===== config.mk =====
export PLATFORM = sky130hd
export DESIGN_NAME = hdx_phy
export DESIGN_NICKNAME = d
export VERILOG_FILES = /design/src/rtl/hdx_phy.sv
export SDC_FILE = /design/constraint.sdc
export NUM_CORES = 1
export LEC_CHECK = 0
export BUFFER_PORTS_ARGS = -buffer_cell sky130_fd_sc_hd__buf_2
export CORE_MARGIN = 2
export CORE_UTILIZATION = 40
export CTS_BUF_LIST = sky130_fd_sc_hd__clkbuf_8
export DETAILED_ROUTE_END_ITERATION = 12
export GPL_TIMING_DRIVEN = 0
export SLEW_MARGIN = 15
export SYNTH_ARGS = -nofsm -noshare
export SYNTH_HDL_FRONTEND = slang
export SYNTH_SLANG_ARGS = --single-unit
export TNS_END_PERCENT = 20

===== constraint.sdc =====
create_clock -name bclk -period 3.8 [get_ports bclk]
set_clock_uncertainty 0.05 [all_clocks]
set_input_delay 0.19 -clock bclk [delete_from_list [all_inputs] [get_ports bclk]]
set_output_delay 0.19 -clock bclk [all_outputs]
set_load 0.02 [all_outputs]

===== src/rtl/hdx_phy.sv =====
module hdx_phy #(
  parameter int DATA_W = 8,
  parameter int GAP_W  = 2
) (
  input  logic              bclk,
  input  logic              rst_n,
  input  logic              line_in,
  output logic              line_out,
  output logic              line_oe,
  input  logic              tx_mode,
  input  logic [DATA_W-1:0] tx_data,
  input  logic [GAP_W-1:0]  tx_gap,
  input  logic              tx_load,
  output logic              tx_ready,
  output logic              tx_coll,
  output logic              rx_valid,
  output logic [DATA_W-1:0] rx_data,
  output logic              rx_ferr,
  output logic              rx_perr,
  output logic              rx_brk
);
  localparam int FRAME_W = DATA_W + 4;
  localparam int CNT_W   = $clog2(FRAME_W + 1);

  logic                 rx_busy, hold, tx_act;
  logic [CNT_W-1:0]     rx_cnt, tx_left;
  logic [FRAME_W-2:0]   rx_sh;
  logic [FRAME_W-1:0]   tx_sh;
  logic [GAP_W-1:0]     gap_cnt;

  wire [FRAME_W-2:0] rx_nxt = {line_in, rx_sh[FRAME_W-2:1]};
  wire [DATA_W-1:0]  f_data = rx_nxt[DATA_W-1:0];
  wire f_brk = (rx_nxt == '0);
  wire f_fe  = (rx_nxt[DATA_W+2:DATA_W+1] != 2'b11);
  wire f_pe  = (rx_nxt[DATA_W] != ^f_data);
  wire rx_en = !tx_mode && !tx_act;
  wire clash = line_oe && (line_in != line_out);

  assign tx_ready = tx_mode && !tx_act && !rx_busy && !hold;

  always_ff @(posedge bclk or negedge rst_n) begin
    if (!rst_n) begin
      rx_busy  <= 1'b0;
      rx_cnt   <= '0;
      rx_sh    <= '0;
      hold     <= 1'b0;
      rx_valid <= 1'b0;
      rx_data  <= '0;
      rx_ferr  <= 1'b0;
      rx_perr  <= 1'b0;
      rx_brk   <= 1'b0;
      tx_act   <= 1'b0;
      tx_sh    <= '1;
      tx_left  <= '0;
      gap_cnt  <= '0;
      tx_coll  <= 1'b0;
    end else begin
      rx_valid <= 1'b0;
      tx_coll  <= 1'b0;
      if (!rx_busy) begin
        if (rx_en && !line_in) begin
          rx_busy <= 1'b1;
          rx_cnt  <= '0;
        end
      end else begin
        rx_sh  <= rx_nxt;
        rx_cnt <= rx_cnt + 1'b1;
        if (rx_cnt == CNT_W'(FRAME_W - 2)) begin
          rx_busy <= 1'b0;
          if (!hold || f_brk) begin
            rx_valid <= 1'b1;
            rx_data  <= f_data;
            rx_ferr  <= f_fe;
            rx_perr  <= f_pe;
            rx_brk   <= f_brk;
            hold     <= (f_fe || f_pe) && !f_brk;
          end
        end
      end
      if (tx_act) begin
        if (clash) begin
          tx_act  <= 1'b0;
          tx_coll <= 1'b1;
          hold    <= 1'b1;
        end else if (gap_cnt != '0) begin
          gap_cnt <= gap_cnt - 1'b1;
        end else begin
          tx_sh   <= {1'b1, tx_sh[FRAME_W-1:1]};
          tx_left <= tx_left - 1'b1;
          if (tx_left == CNT_W'(1)) tx_act <= 1'b0;
        end
      end else if (tx_load && tx_ready) begin
        tx_act  <= 1'b1;
        tx_sh   <= {2'b11, ^tx_data, tx_data, 1'b0};
        tx_left <= CNT_W'(FRAME_W);
        gap_cnt <= tx_gap;
      end
    end
  end

  always_ff @(negedge bclk or negedge rst_n) begin
    if (!rst_n) begin
      line_oe  <= 1'b0;
      line_out <= 1'b1;
    end else begin
      line_oe  <= tx_act;
      line_out <= !tx_act || gap_cnt != '0 || tx_sh[0];
    end
  end

  AST_RX_PULSE: assert property (@(posedge bclk) disable iff (!rst_n)
    rx_valid |=> !rx_valid);
  AST_BRK_FLAGS: assert property (@(posedge bclk) disable iff (!rst_n)
    rx_valid && rx_brk |-> rx_ferr && !rx_perr && rx_data == '0);
  AST_COLL_RELEASE: assert property (@(posedge bclk) disable iff (!rst_n)
    tx_coll |-> !line_oe && !tx_ready);
  AST_READY_MODE: assert property (@(posedge bclk) disable iff (!rst_n)
    tx_ready |-> tx_mode && !line_oe);
  AST_IDLE_HIGH: assert property (@(posedge bclk) disable iff (!rst_n)
    !line_oe |-> line_out);
endmodule


==> results of run 1 <==
routing by layer:
| layer | vias up | part of all wire, % | GRT usage [%] |
|---|---|---|---|
| met5 | - | 0 | 0 |
| met4 | 0 | 1.7 | 5.08 |
| met3 | 5 | 3.4 | 3.48 |
| met2 | 20 | 44 | 21.3 |
| met1 | 708 | 51 | 19.0 |
| li1 | 741 | - | - |
final timing paths:
kind,depth (start not counted),slack (ps),end
worst min register to register,2,430,tx_sh[0]
worst min-delay path,2,130,gap_cnt[0]
worst max-delay path,6,100,tx_sh[6]
min in group asynchronous,2,380,rx_data[6]
max in group asynchronous,2,1060,line_out
worst max register to register,6,100,tx_sh[6]
sequential cells by signal, indices dropped and copies added (netlist names):
signal    count
hold          1
rx_ferr       1
rx_cnt        4
line_oe       1
tx_left       4
line_out      1
gap_cnt       2
rx_data       8
rx_perr       1
tx_coll       1
rx_valid      1
rx_sh        10
rx_brk        1
tx_act        1
tx_sh        10
rx_busy       1
cell usage after synthesis, drive strengths merged, types with 2 or more instances:
| cell type | n | area, sq um |
|---|---|---|
| mux2i | 5 | 50.1 |
| a311oi | 2 | 17.5 |
| nor3 | 3 | 15.0 |
| inv | 22 | 82.6 |
| o22ai | 2 | 12.5 |
| nand3 | 4 | 20.0 |
| xnor2 | 10 | 87.6 |
| nor2 | 4 | 15.0 |
| a21oi | 5 | 36.3 |
| nand4b | 2 | 17.5 |
| dfstp | 11 | 289 |
| ha | 9 | 113 |
| o21ai | 16 | 80.1 |
| mux2 | 26 | 312 |
| dfrtp | 36 | 901 |
| clkbuf | 3 | 11.3 |
| nand2 | 17 | 71.3 |
| xor2 | 4 | 35.0 |
| nor4b | 2 | 32.5 |
| buf | 3 | 36.3 |
worst max-delay path, stage by stage (launching register included):
cell     delay (ps)
dfstp_2         530
xor2_1          260
nand3_2         170
inv_2           150
a21oi_4          60
buf_12          160
mux2_4          300
area by class of cell:
| type | instances | area, sq um | area share [%] |
|---|---|---|---|
| multi-input cells | 119 | 1000 | 37.2 |
| repair buffers | 31 | 163 | 6.04 |
| clock buffers | 6 | 82.6 | 3.07 |
| well taps | 72 | 90.1 | 3.35 |
| clock inverters | 3 | 13.8 | 0.511 |
| plain buffers | 6 | 47.5 | 1.77 |
| inverters | 21 | 78.8 | 2.93 |
| flip-flops and latches | 48 | 1210 | 45.1 |
kinds of logic after synthesis:
logic type,count (synthesis),share of synthesized area (%)
flip-flops,48,51.9
AND/OR/NAND/NOR,36,8.66
adder cells (fa/ha/maj),9,4.81
multiplexers,31,15.4
AO/OA/AOI/OAI,28,7.43
buffers and inverters,28,5.56
XOR/XNOR,15,6.20
power breakdown:
part           switching [mW]  total, mW  internal [mW]
logic                   0.487      0.973          0.486
clock network           0.162      0.309          0.147
registers               0.148      0.925          0.777
total                   0.797       2.21           1.41
what timing repair did:
item,CTS,global route
endpoints found under the hold margin,0,36
endpoints found under the setup margin,0,5
hold buffers,0,1
gates resized for setup,0,1
metrics by stage:
stage          cell area, sq um  power (mW)
4_1_cts                    2670        2.23
3_3_place_gp               2580        1.90
6_report                   2690        2.21
5_1_grt                    2690        2.42
2_1_floorplan              2340        1.68
3_5_place_dp               2580        1.92
==> flow_summary_export.csv, run 1 <==
group,metric,value,unit
detailed_routing,num_vias,1474,
floorplanning,initial_utilization,42.0,%
grt,grt_pass1_wl,6760,um
grt,grt_pass1_vias,1429,
run_status,status,"complete, no violations",
synth,ys_warn_count,0,
detailed_routing,route.detailed.drc,0,
floorplanning,dieArea,0.00648,sq mm
clock_network,root_buffer,"clkbuf_8",
setup_path,worstPathArrival,3870,ps
final_layout,final_core_util,48.3,%
sta,slew_viol_final,0,
final_layout,final_common_cell,"dfrtp_1",
grt,grt_max_degree,49,
synth,synth_edf_count,0,
clock_network,clock_latency,340,ps
setup_path,crit_path_end_kind,"register",
placement,port_buffers,30,
job,cap_viol_max_count,0,
detailed_routing,ant_nets,0,
setup_path,r2r_start,"line_out",
sta,setup_viol,0,
sta,hold_viol_final,0,
detailed_routing,wl,3920,um
sta,fin_ws,96.8,ps
placement,dp.cells,297,
placement,preCtsSetupSlack,89.4,ps
setup_path,crit_path_max_fanout,10,
synth,ys_seq_elements,48,
synth,avgSynthCellArea,12.0,sq um
clock_network,cts.sinks,48,
floorplanning,rows,27,
detailed_routing,viasPerCell,4.82,
synth,syn_area,0.00234,sq mm
sta,rsz0062_at_grt,"no",
detailed_routing,routedWlPerCell,12.8,um
floorplanning,die_h,80.5,um
power_and_ir_drop,power.density,820,mW/mm^2
min_path,min-delay-start,"tx_gap[0]",
synth,synth-seq-area-share,51.9,%
final_layout,final_cell_mix,"36 x dfrtp_1, 30 x buf_2, 21 x inv_1, 21 x mux2_2",
placement,gp_congestion,0.779,
setup_path,start_kind,"register",
sta,timing.setup.tns,0,ps
detailed_routing,first_iter_violations,60,
clock_network,cts_tree,"built",
final_layout,layout-drive-gt1-share,36.3,%
sta,whs,129,ps
power_and_ir_drop,p_leak,1.27,nW
synth,async_flop_share,100,%
clock_network,cts_buffers,5,
clock_network,clk_pin_slew,90,ps
floorplanning,die_x,80.5,um
grt,globalRouteTotalUtil,13.9,%
setup_path,startpoint,"line_out",
synth,syn_nets,219,
placement,hpwl,2860,um
floorplanning,pin_count,31,
synth,ys.flop_type,"dfrtp_1",
power_and_ir_drop,vdd_ir_drop_max,381,uV
final_layout,nFillCells,534,
grt,antenna_found_initial,0,
setup_path,crit_type,"register to register",
clock_network,cts_setup_buffers,0,
grt,overflow,0,
final_layout,syn_to_final_growth,15.0,%
final_layout,fin_cells,306,
synth,synth_cells,195,
min_path,hp-class,"input pin to register",
final_layout,num_antenna_cells,0,
detailed_routing,dr.pass1.iters,4,
floorplanning,coreArea,0.00557,sq mm
sta,max_slew_margin,60.9,%
final_layout,final_nets,257,
setup_path,required,3970,ps
sta,worst_pin_slew,587,ps
synth,synth.distinct_cells,36,
clock_network,htreeDepth,2,
clock_network,clock_path_buffers,2,
Note: power is estimated with default switching activity, not from simulation.
==> run 2: changes to the inputs <==
PLACE_DENSITY = 0.63   (was not set)
==> run 2 against run 1 <==
Effect of this change:
- setup slack gained 29 ps
- final area decreased by 0.46%
- non-clock buffer count unchanged
- total power fell by 1.5%
- via count down 0.41%
- cell count unchanged
- die area did not move
- critical path depth unchanged
- sequential cell count unchanged
- largest cell class unchanged
- utilization is 0.22 points lower
==> flow_summary_export.csv, run 2 (synthesized netlist as in run 1, its figures left out) <==
group,metric,value,unit
sta,whs,131,ps
detailed_routing,ant_nets,0,
placement,gp_congestion,0.793,
detailed_routing,wl,3900,um
detailed_routing,highest_layer,"met4",
setup_path,crit_path_max_incr_delay,520,ps
setup_path,start_kind,"register",
final_layout,final_nets,257,
setup_path,worstPathArrival,3850,ps
clock_network,clock_path_buffers,2,
power_and_ir_drop,power.density,811,mW/mm^2
job,cap_viol_max_count,0,
clock_network,cts_setup_buffers,0,
detailed_routing,wl_met2,1780,um
final_layout,syn_to_final_growth,14.4,%
sta,slew_viol_final,0,
sta,worst_pin_slew,596,ps
placement,dp.cells,297,
clock_network,clock_latency,340,ps
floorplanning,rows,27,
floorplanning,die_x,80.5,um
setup_path,cp_slowest_cell,"dfstp_2",
final_layout,fin_cells,306,
detailed_routing,route.detailed.drc,0,
detailed_routing,num_vias,1468,
clock_network,cts_tree,"built",
detailed_routing,dr.pass1.iters,4,
grt,grt_pass1_vias,1466,
placement,dpl_cell_area,0.00258,sq mm
setup_path,required,3970,ps
final_layout,reg_top3,"rx_sh (10), tx_sh (10), rx_data (8)",
clock_network,cts.sinks,48,
sta,max_slew_margin,60.3,%
sta,timing.setup.tns,0,ps
clock_network,root_buffer,"clkbuf_8",
placement,hpwl,2830,um
floorplanning,initial_utilization,42.0,%
setup_path,path_buf_inv,2,
detailed_routing,routedWlPerCell,12.8,um
final_layout,final_core_util,48.1,%
min_path,hp-class,"input pin to register",
power_and_ir_drop,p_total,2.17,mW
final_layout,final_common_cell,"dfrtp_1",
grt,grt_max_degree,49,
floorplanning,coreArea,0.00557,sq mm
power_and_ir_drop,p_leak,1.26,nW
final_layout,final_cell_mix,"36 x dfrtp_1, 30 x buf_2, 23 x inv_1",
setup_path,crit_path_end_kind,"register",
clock_network,htreeDepth,2,
sta,rsz0062_at_grt,"no",
run_status,status,"complete, no violations",
setup_path,crit_type,"register to register",
final_layout,final_cell_area,0.00268,sq mm
detailed_routing,wl_met3,110,um
sta,hold_viol_final,0,
detailed_routing,met1_length,1940,um
floorplanning,pin_count,31,
floorplanning,die_h,80.5,um
final_layout,layout-drive-gt1-share,35.0,%
setup_path,crit_family,"flip-flops",
power_and_ir_drop,vdd_ir_drop_max,244,uV
grt,overflow,0,
detailed_routing,viasPerCell,4.80,
placement,preCtsSetupSlack,101,ps
floorplanning,dieArea,0.00648,sq mm
grt,antenna_found_initial,0,
final_layout,num_antenna_cells,0,
detailed_routing,first_iter_violations,27,
setup_path,path_cells,"xor2_1 -> nand3_2 -> inv_2 -> a21oi_4 -> buf_12 -> mux2_4",
sta,fin_ws,126,ps
placement,port_buffers,30,
sta,setup_viol,0,
grt,globalRouteTotalUtil,14.0,%
clock_network,cts_buffers,5,
grt,grt_pass1_wl,6880,um
clock_network,clk_pin_slew,80,ps
setup_path,crit_path_max_fanout,10,
==> run 2: changes by cell type in the layout (fill, tap and decap cells not counted), sizes merged <==
cell    delta
clkbuf     -1
clkinv     -1
inv        +2
==> run 2: timing repair <==
action	4_1_cts	5_1_grt
hold buffers	0	1
endpoints found under the setup margin	0	5
resized for setup	0	1
endpoints found under the hold margin	0	36
==> run 2: layout make-up <==
cell class / count / area (sq um)
Timing Repair Buffer: 31 / 163
Clock buffer: 5 / 68.8
Fill cell: 522 / 2900
Inverter: 21 / 78.8
Clock inverter: 4 / 15.0
Buffer: 6 / 47.5
Tap cell: 72 / 90.1
Sequential cell: 48 / 1210
Multi-Input combinational cell: 119 / 1000
==> run 2: worst paths after layout <==
| kind | slack, ps | start | cells after the start | end |
|---|---|---|---|---|
| min in group asynchronous | 390 | rst_n | 2 | rx_data[7] |
| hold reg to reg | 440 | tx_sh[1] | 2 | tx_sh[1] |
| setup / recovery | 130 | line_out | 6 | tx_sh[6] |
| hold / removal | 130 | tx_gap[0] | 2 | gap_cnt[0] |
| max in group asynchronous | 1050 | rst_n | 2 | line_out |
| setup reg to reg | 130 | line_out | 6 | tx_sh[6] |
==> run 2: per-layer routing <==
metal  GRT usage (%)  vias to the layer above
li1                -                      736
met1            18.8                      705
met2            21.6                       20
met3            3.37                        7
met4            5.93                        0
met5               0                        -
==> run 2: worst register-to-register path, stage by stage, from the launching register on <==
cell	delay [ps]
dfstp_2	520
xor2_1	260
nand3_2	170
inv_2	140
a21oi_4	60
buf_12	150
mux2_4	300
==> run 2: report_power, final <==
group	internal (mW)	leakage (nW)	switching, mW
clock	0.124	0.0535	0.162
sequential	0.776	0.571	0.146
combinational	0.485	0.639	0.479
==> run 3: changes to the inputs <==
--- a/constraint.sdc
+++ b/constraint.sdc
@@ -4,2 +4,2 @@
 set_output_delay 0.19 -clock bclk [all_outputs]
-set_load 0.02 [all_outputs]
+set_load 0.1 [all_outputs]
==> run 3 against run 2 <==
Effect of this change:
- hold slack lost 14 ps
- utilization grew 0.31 points
- cell count is the same
- sequential share of layout area shrank 0.16 points
- critical endpoint is now tx_sh[7]
- largest power group unchanged
- largest cell class unchanged
- routed wire length grew 1.9%
- clock-buffer cell count is the same
- highest routed layer unchanged
- first-iteration DRC count grew 110%
- total power grew 18%
- sequential cell count is the same
==> flow_summary_export.csv, run 3 (synthesized netlist as in run 1, its figures left out) <==
group,metric,value,unit
final_layout,fin_cells,306,
grt,overflow,0,
clock_network,htreeDepth,2,
grt,grt_pass1_wl,6840,um
sta,rsz0062_at_grt,"no",
grt,antenna_found_initial,0,
final_layout,num_antenna_cells,0,
final_layout,reg_top3,"rx_sh (10), tx_sh (10), rx_data (8)",
setup_path,r2r_start,"line_out",
detailed_routing,first_iter_violations,58,
clock_network,clock_path_buffers,2,
sta,timing.setup.tns,0,ps
grt,use_met2,19.3,%
final_layout,final_core_util,48.4,%
clock_network,cts.sinks,48,
sta,fin_ws,124,ps
detailed_routing,wl,3980,um
sta,max_slew_margin,59.1,%
setup_path,reg2regPathDepth,6,
power_and_ir_drop,p_comb_share,51.9,%
floorplanning,die_h,80.5,um
sta,worst_pin_slew,613,ps
setup_path,crit_type,"register to register",
final_layout,syn_to_final_growth,15.2,%
detailed_routing,route.detailed.drc,0,
placement,preCtsSetupSlack,69.9,ps
clock_network,clk_pin_slew,90,ps
run_status,status,"complete, no violations",
power_and_ir_drop,p_total,2.56,mW
clock_network,root_buffer,"clkbuf_8",
min_path,hp-class,"input pin to register",
final_layout,layout-drive-gt1-share,36.3,%
detailed_routing,num_vias,1472,
placement,port_buffers,30,
final_layout,final_nets,257,
placement,dp.cells,297,
power_and_ir_drop,power.density,951,mW/mm^2
setup_path,startpoint,"line_out",
sta,slew_viol_final,0,
grt,grt_pass1_vias,1412,
grt,globalRouteMet1Util,20.3,%
job,cap_viol_max_count,0,
floorplanning,coreArea,0.00557,sq mm
power_and_ir_drop,p_leak,1.26,nW
setup_path,cp-endpoint,"tx_sh[7]",
sta,hold_viol_final,0,
power_and_ir_drop,intPower,1.39,mW
power_and_ir_drop,power_switching,1.17,mW
setup_path,required,3990,ps
clock_network,cts_tree,"built",
clock_network,cts_buffers,5,
setup_path,crit_path_end_kind,"register",
grt,grt_max_degree,49,
floorplanning,die_x,80.5,um
floorplanning,rows,27,
floorplanning,pin_count,31,
final_layout,final_common_cell,"dfrtp_1",
grt,grt-busiest-layer,"met1",
setup_path,crit_path_max_fanout,10,
clock_network,clock_latency,350,ps
floorplanning,dieArea,0.00648,sq mm
detailed_routing,routedWlPerCell,13.0,um
power_and_ir_drop,p_seq_share,36.1,%
setup_path,start_kind,"register",
sta,setup_viol,0,
power_and_ir_drop,p_sw_share,45.7,%
placement,gp_congestion,0.805,
detailed_routing,ant_nets,0,
detailed_routing,viasPerCell,4.81,
detailed_routing,dr.pass1.iters,5,
grt,globalRouteTotalUtil,13.9,%
grt,use_met3,4.04,%
power_and_ir_drop,vdd_ir_drop_max,343,uV
final_layout,final_cell_mix,"36 x dfrtp_1, 30 x buf_2, 21 x inv_1, 21 x mux2_2",
floorplanning,initial_utilization,42.0,%
setup_path,reg2reg_slack,120,ps
setup_path,r2r-end,"tx_sh[7]",
setup_path,worstPathArrival,3860,ps
placement,hpwl,2800,um
power_and_ir_drop,clkPwrFrac,12.0,%
## run 3: layer usage
| layer | wire, um | vias up |
|---|---|---|
| met3 | 163 | 5 |
| met2 | 1750 | 25 |
| met1 | 2020 | 705 |
| met5 | 0 | - |
| li1 | - | 737 |
| met4 | 42 | 0 |
## run 3: repair_timing
action	CTS	global route
setup endpoints to repair	0	5
resized for setup	0	1
hold endpoints to repair	0	36
hold buffers	0	1
buffers inserted	0	0
## run 3: worst min-delay path by stage
stage | from | endpoint | depth (start not counted)
2_1_floorplan | rst_n | gap_cnt[0] | 0
3_3_place_gp | rst_n | rx_data[6] | 1
3_5_place_dp | rst_n | rx_data[6] | 1
4_1_cts | rst_n | rx_data[3] | 1
5_1_grt | tx_gap[0] | gap_cnt[0] | 2
6_report | tx_load | tx_left[3] | 3
## run 3: stage by stage
stage | area [sq um] | hold slack (ps)
after global placement | 2590 | 393
after global routing | 2700 | 125
after floorplan | 2350 | -156
final | 2700 | 117
after detailed placement | 2590 | 401
after CTS | 2680 | 69.6
## run 3: area by class of cell
cell class | instances | area (sq um)
Fill cell | 509 | 2880
Sequential cell | 48 | 1220
Multi-Input combinational cell | 119 | 1010
Timing Repair Buffer | 31 | 163
Tap cell | 72 | 90.1
Inverter | 21 | 78.8
Clock buffer | 5 | 68.8
Buffer | 6 | 47.5
Clock inverter | 4 | 21.3
## run 3: worst max-delay path, cell delays in order, from the launching register on
cell     delay (ps)
dfstp_4         610
xor2_2          200
nand3_2         150
inv_2           140
a21oi_4          60
buf_12          160
mux2_4          290
## run 3: power by group through the flow
stage | logic [mW] | clock network, mW | registers [mW]
3_5_place_dp | 1.33 | 0.00328 | 0.938
2_1_floorplan | 0.716 | 0.00328 | 1.32
6_report | 1.33 | 0.309 | 0.925
3_3_place_gp | 1.33 | 0.00328 | 0.930
5_1_grt | 1.45 | 0.348 | 0.962
4_1_cts | 1.34 | 0.318 | 0.927
